$ cat src/rtl/tsg_pkg.sv
package tsg_pkg;
  localparam int ADDR_W = 2;
  localparam logic [ADDR_W-1:0] A_LEN  = 2'd1;
  localparam logic [ADDR_W-1:0] A_MODE = 2'd2;
  localparam logic [ADDR_W-1:0] A_CMD  = 2'd3;
endpackage

$ cat src/rtl/tsg_trig_sync.sv
module tsg_trig_sync (
  input  logic clk_i,
  input  logic rst_ni,
  input  logic trig_i,
  input  logic rise_sel_i,
  output logic edge_o
);
  logic s1_q, s2_q, s3_q;

  always_ff @(posedge clk_i or negedge rst_ni) begin
    if (!rst_ni) begin
      s1_q <= 1'b0;
      s2_q <= 1'b0;
      s3_q <= 1'b0;
    end else begin
      s1_q <= trig_i;
      s2_q <= s1_q;
      s3_q <= s2_q;
    end
  end

  assign edge_o = rise_sel_i ? (s2_q & ~s3_q) : (~s2_q & s3_q);

  AST_EDGE_SINGLE: assert property (@(posedge clk_i) disable iff (!rst_ni)
    edge_o && $stable(rise_sel_i) |=> !edge_o);
endmodule

$ cat src/rtl/tsg_divider.sv
module tsg_divider #(
  parameter int DIV_W = 3
) (
  input  logic             clk_i,
  input  logic             rst_ni,
  input  logic             halt_i,
  input  logic             restart_i,
  input  logic [DIV_W-1:0] half_m1_i,
  output logic             cko_o,
  output logic             rise_o
);
  logic             run_q, cko_q;
  logic [DIV_W-1:0] cnt_q;
  logic             wrap;

  assign wrap   = run_q && (cnt_q >= half_m1_i);
  assign rise_o = wrap && !cko_q;
  assign cko_o  = cko_q;

  always_ff @(posedge clk_i or negedge rst_ni) begin
    if (!rst_ni) begin
      run_q <= 1'b0;
      cko_q <= 1'b0;
      cnt_q <= '0;
    end else if (halt_i) begin
      run_q <= 1'b0;
      cko_q <= 1'b0;
      cnt_q <= '0;
    end else if (restart_i) begin
      run_q <= 1'b1;
      cko_q <= 1'b1;
      cnt_q <= '0;
    end else if (wrap) begin
      cko_q <= ~cko_q;
      cnt_q <= '0;
    end else if (run_q) begin
      cnt_q <= cnt_q + 1'b1;
    end
  end

  AST_HALT_STOPS: assert property (@(posedge clk_i) disable iff (!rst_ni)
    halt_i |=> !cko_o && !rise_o);
  AST_RESTART_HIGH: assert property (@(posedge clk_i) disable iff (!rst_ni)
    restart_i && !halt_i |=> cko_o);
endmodule

$ cat src/rtl/tsg_pulse.sv
module tsg_pulse #(
  parameter int PLEN_W = 8
) (
  input  logic              clk_i,
  input  logic              rst_ni,
  input  logic              halt_i,
  input  logic              restart_i,
  input  logic              rise_i,
  input  logic [PLEN_W-1:0] len_i,
  output logic              pulse_no
);
  logic              act_q;
  logic [PLEN_W-1:0] cnt_q;

  always_ff @(posedge clk_i or negedge rst_ni) begin
    if (!rst_ni) begin
      act_q <= 1'b0;
      cnt_q <= '0;
    end else if (halt_i) begin
      act_q <= 1'b0;
    end else if (restart_i) begin
      act_q <= (len_i != '0);
      cnt_q <= len_i - 1'b1;
    end else if (act_q && rise_i) begin
      if (cnt_q == '0) act_q <= 1'b0;
      else             cnt_q <= cnt_q - 1'b1;
    end
  end

  assign pulse_no = ~act_q;

  AST_PULSE_START: assert property (@(posedge clk_i) disable iff (!rst_ni)
    restart_i && !halt_i && (len_i != '0) |=> !pulse_no);
  AST_PULSE_ZERO: assert property (@(posedge clk_i) disable iff (!rst_ni)
    restart_i && (len_i == '0) |=> pulse_no);
  AST_HALT_ENDS: assert property (@(posedge clk_i) disable iff (!rst_ni)
    halt_i |=> pulse_no);
endmodule

$ cat src/rtl/trig_sync_clkgen.sv
module trig_sync_clkgen
  import tsg_pkg::*;
#(
  parameter int DATA_W = 30,
  parameter int DIV_W  = 3,
  parameter int PLEN_W = 8,
  parameter int PLEN_RST = 16
) (
  input  logic              clk_i,
  input  logic              rst_ni,
  input  logic              trig_i,
  input  logic              wr_en_i,
  input  logic [ADDR_W-1:0] wr_addr_i,
  input  logic [DATA_W-1:0] wr_data_i,
  output logic              cko_o,
  output logic              pulse_no
);
  localparam int USED_W = (PLEN_W > DIV_W + 1) ? PLEN_W : DIV_W + 1;

  logic              rise_sel_q, armed_q;
  logic [DIV_W-1:0]  half_m1_q;
  logic [PLEN_W-1:0] len_q;
  logic              cmd_wr, arm_wr, fire_wr, trig_edge, restart, cko_rise;
  logic              unused_data;

  assign unused_data = ^wr_data_i[DATA_W-1:USED_W];

  assign cmd_wr  = wr_en_i && (wr_addr_i == A_CMD);
  assign arm_wr  = cmd_wr && wr_data_i[0];
  assign fire_wr = cmd_wr && !wr_data_i[0] && armed_q;
  assign restart = fire_wr || (trig_edge && !arm_wr);

  always_ff @(posedge clk_i or negedge rst_ni) begin
    if (!rst_ni) begin
      rise_sel_q <= 1'b0;
      half_m1_q  <= '0;
      len_q      <= PLEN_W'(PLEN_RST);
      armed_q    <= 1'b0;
    end else begin
      if (wr_en_i && wr_addr_i == A_MODE) begin
        rise_sel_q <= wr_data_i[0];
        half_m1_q  <= wr_data_i[DIV_W:1];
      end
      if (wr_en_i && wr_addr_i == A_LEN) len_q <= wr_data_i[PLEN_W-1:0];
      if (arm_wr)       armed_q <= 1'b1;
      else if (restart) armed_q <= 1'b0;
    end
  end

  tsg_trig_sync u_sync (
    .clk_i, .rst_ni, .trig_i,
    .rise_sel_i (rise_sel_q),
    .edge_o     (trig_edge)
  );

  tsg_divider #(.DIV_W(DIV_W)) u_div (
    .clk_i, .rst_ni,
    .halt_i    (arm_wr),
    .restart_i (restart),
    .half_m1_i (half_m1_q),
    .cko_o     (cko_o),
    .rise_o    (cko_rise)
  );

  tsg_pulse #(.PLEN_W(PLEN_W)) u_pulse (
    .clk_i, .rst_ni,
    .halt_i    (arm_wr),
    .restart_i (restart),
    .rise_i    (cko_rise),
    .len_i     (len_q),
    .pulse_no  (pulse_no)
  );

  AST_FIRE_DISARMS: assert property (@(posedge clk_i) disable iff (!rst_ni)
    fire_wr |=> !armed_q);
  AST_UNARMED_IGNORED: assert property (@(posedge clk_i) disable iff (!rst_ni)
    cmd_wr && !wr_data_i[0] && !armed_q && !trig_edge |=> $stable(cko_o) || $past(cko_rise) || $past(cko_o));
  AST_ARM_HOLDS: assert property (@(posedge clk_i) disable iff (!rst_ni)
    armed_q && !restart && !arm_wr |=> !cko_o);
endmodule

$ cat config.mk
export PLATFORM = sky130hd
export DESIGN_NAME = trig_sync_clkgen
export DESIGN_NICKNAME = d
export VERILOG_FILES = /design/src/rtl/tsg_pkg.sv /design/src/rtl/tsg_trig_sync.sv /design/src/rtl/tsg_divider.sv /design/src/rtl/tsg_pulse.sv /design/src/rtl/trig_sync_clkgen.sv
export SDC_FILE = /design/constraint.sdc
export NUM_CORES = 1
export LEC_CHECK = 0
export BUFFER_PORTS_ARGS = -buffer_cell sky130_fd_sc_hd__buf_2
export CAP_MARGIN = 20
export CORE_ASPECT_RATIO = 1.75
export CORE_MARGIN = 1.5
export CORE_UTILIZATION = 40
export DETAILED_ROUTE_END_ITERATION = 6
export PLACE_DENSITY = 0.66
export SYNTH_ARGS = -nofsm -noshare
export SYNTH_HDL_FRONTEND = slang
export SYNTH_SLANG_ARGS = --single-unit
$ cat constraint.sdc
create_clock -name clk_i -period 3.25 [get_ports clk_i]
set_clock_uncertainty 0.15 [all_clocks]
set_input_delay 0.325 -clock clk_i [delete_from_list [all_inputs] [get_ports clk_i]]
set_output_delay 0.325 -clock clk_i [all_outputs]
set_load 0.05 [all_outputs]
==> results.md <==
- Drt total wl: 3130 um
- Launch point of the worst reg-to-reg path: rise_sel_q
- Routability cong.: 0.775
- Setup_tns: 0 ns
- Initial antenna violation count: 0
- Arr. time, crit path: 2.77 ns
- Number of synthesized flops with an enable pin: 0
- Post-synthesis adder-cell area fraction: 3.98%
- Port Buf Inserts: 15
- Die Area: 4330 um2
- Hold Path Sink: len_q[7]
- Fmax: 0.369 GHz
- Synth Area in Simple Gates: 22.0%
- M2 GR Usage: 30.1%
- Top cells by count, synth: dfrtp_1 (29), nor2_1 (15), mux2_2 (12), a21oi_1 (8), nand2_1 (8)
- Setup slack, reg-to-reg: 0.54 ns
- Syn nets: 185
- Crit path cell chain: or3b_1, nand3_1, nand2_4, mux2i_1, ha_1, nand2_1, nand4b_2, or4_1, a31oi_1
- Clk buf depth: 2
- Worst hold start: wr_data_i[7]
- Final #Nets: 208
- WS Path Type: flip-flop to flip-flop
- Class of the worst hold path: input pin to flip-flop
- DR WL/cell: 14.5 um
- Root buffer cell: clkbuf_8
- Status: completed
- Post-synth top area share: 46.1%
- Slew Limit Fails: 0
- Yosys reg bits: 30
- ANT cells: 0
- Min-Delay Path Depth: 2
- Post-synthesis mux area share: 10.5%
- GR Overflow Total: 0
- Syn Area/Cell: 10.9 um2
- DP HPWL: 2430 um
- DIE HEIGHT: 86.0 um
- Final critical-path required period: 2.71 ns
- Power Density: 731 nW/um2
- Post-CTS setup buffers: 0
- CTS Buf Count: 5
- R2R depth: 9
- Global-route wire length before repair: 5260 um
- Number of core rows: 30
- Sequential-to-total area share from yosys stat: 47.8%
- Post-cts hold buffer count: 2
- Area growth syn-to-layout: 15.4%
- Largest family of logic cells by synthesized area: simple AND/OR/NAND/NOR gates
- Global-route met1 utilization: 16.7%
- Dominant cells by area after synthesis: dfrtp_1 (46%), mux2_2 (8.6%), ha_1 (4.0%)
- Clock H-tree levels: 2
- Slowest cell on crit path: or4_1
- Resized Gates After CTS: 0
- All-Layer GR Usage: 16.2%
- Max-Cap Viols: 0
- Leakage Power: 0.801 nW
- Drt drc: 0
- Area leader, netlist: dfrtp_1
- Worst-margin pin slew: 0.659 ns
- Gr busiest metal: met2
- Fraction of registers with async set or reset after synthesis: 100%
- R2r endpoint: u_pulse.cnt_q[4]
- Clk_lat worst skew: 0.28 ns
- Fin. Hold Viols: 0
- Filler cell count: 379
- Initial DRC Count: 12
- Synth Cell Area: 1570 um2
- Slowest stage delay, CP: 0.44 ns
- RSZ-0062 raised after global routing: no
- Die Wd: 50.4 um
- Top-count cell post-synth: dfrtp_1
- Delay-heaviest family, CP: simple AND/OR/NAND/NOR gates
- Vias: 1,164
- Compound-Gate Fraction of Synth Area: 8.67%
- Cells after synthesis: 144
- Slew margin rel.: 56.1%
- Core Area: 3830 um2
- Synth cell types: 40
- Synth Area in XOR/XNOR: 5.57%
- Pin count of the biggest net entering global routing: 31
- Crit Path Max Fanout: 17
- CP endpoint kind: flip-flop
- CTS tree: built
- Hold Slack: 0.127 ns
- Final setup fails: 0
- Dominant synthesized flop cell: dfrtp_1
- DR pass1 iterations: 4
- Boundary Pins: 38
- Clock-pin slew of the registers on the worst-case setup and hold paths: 0.07 ns
- Tcrit/Tclk final: 83.4%
- Met3 usage: 2.79%
- Critical path required time: 3.31 ns
- Ys Warns: 0
- Starting Density: 41.1%
- CTS sink cnt: 30
- Final ANT Viol Nets: 0
- Number of global-route vias before repair: 1,196
- Startpoint types: flip-flop
- Worst VDD drop: 0.510 mV
- Vias/cell: 5.39
- Critical path buffers and inverters: 0
- Ratio of cells with drive above 1 in the final layout: 26.2%
-- metal layers --
layer / vias up / share of wire (%)
met1: 563 / 37
met3: 5 / 2.7
li1: 574 / -
met2: 22 / 58
met5: - / 0
met4: 0 / 2.4
-- worst register-to-register path, delay by kind of cell, from the launching register on --
family                   cells  cell delay, ns
AND/OR/NAND/NOR              6            1.48
flip-flops                   1            0.38
adder cells (fa/ha/maj)      1            0.26
multiplexers                 1            0.20
AO/OA/AOI/OAI                1            0.17
-- sequential cells by signal (all words and copies together) (netlist names) --
name           cells
u_pulse.act_q      1
half_m1_q          3
u_sync.s1_q        1
u_div.cko_o        1
u_div.run_q        1
u_sync.s3_q        1
len_q              8
u_sync.s2_q        1
u_pulse.cnt_q      8
u_div.cnt_q        3
armed_q            1
rise_sel_q         1
-- cell usage in the layout (no fill, tap or decap), types with 4 or more instances in the layout --
cell type,instances
nor2_1,15
nand3_1,5
nand2_1,8
dfrtp_1,29
a21oi_1,8
ha_1,5
xor2_1,7
inv_1,4
clkbuf_8,6
mux2_2,12
buf_2,15
-- logic make-up (layout without fill, tap and decap cells) --
logic type / Yosys count / in the layout
and+or+nand+nor: 56 / 56
AOI/OAI and AO/OA: 22 / 22
buffers and inverters: 6 / 30
muxes: 15 / 15
xor gates and xnor gates: 10 / 10
adders and majority gates: 5 / 5
DFF: 30 / 30
-- cell type report --
class                           count  area (um2)  share of cell area (%)
Inverter                            5        18.8                    1.03
Clock buffer                        7        86.3                    4.76
Tap cell                           48        60.1                    3.31
Timing Repair Buffer               17        95.1                    5.24
Multi-Input combinational cell    108         798                    44.0
Clock inverter                      1        5.00                   0.276
Sequential cell                    30         752                    41.4
-- how the worst max path moves through the flow --
stage	start	to	cells after the start
finish	rise_sel_q	u_pulse.cnt_q[4]	9
global route	rise_sel_q	u_pulse.cnt_q[4]	9
CTS	rise_sel_q	u_pulse.cnt_q[4]	9
detailed placement	rise_sel_q	u_pulse.cnt_q[4]	9
global placement	rise_sel_q	u_pulse.cnt_q[4]	9
floorplan	rise_sel_q	u_pulse.cnt_q[4]	10
-- where the power goes --
group          internal [W]  switching (W)  total (W)
Clock              0.000171       0.000137   0.000308
Combinational      0.000189       0.000242   0.000430
Sequential         0.000478       0.000111   0.000588
Total              0.000837       0.000489    0.00133
-- metrics by stage --
| stage | instance area, um2 | total power [W] | utilization (%) | worst slack [ns] | cells |
|---|---|---|---|---|---|
| CTS | 1820 | 0.00134 | 47.4 | 0.522 | 216 |
| finish | 1820 | 0.00133 | 47.4 | 0.540 | 216 |
| floorplan | 1570 | 0.000905 | - | 0.599 | 144 |
| global route | 1820 | 0.00141 | 47.4 | 0.402 | 216 |
| global placement | 1700 | 0.000992 | 44.5 | 0.572 | 206 |
| detailed placement | 1700 | 0.00103 | 44.5 | 0.536 | 206 |
Note: power is estimated with default switching activity, not from simulation.
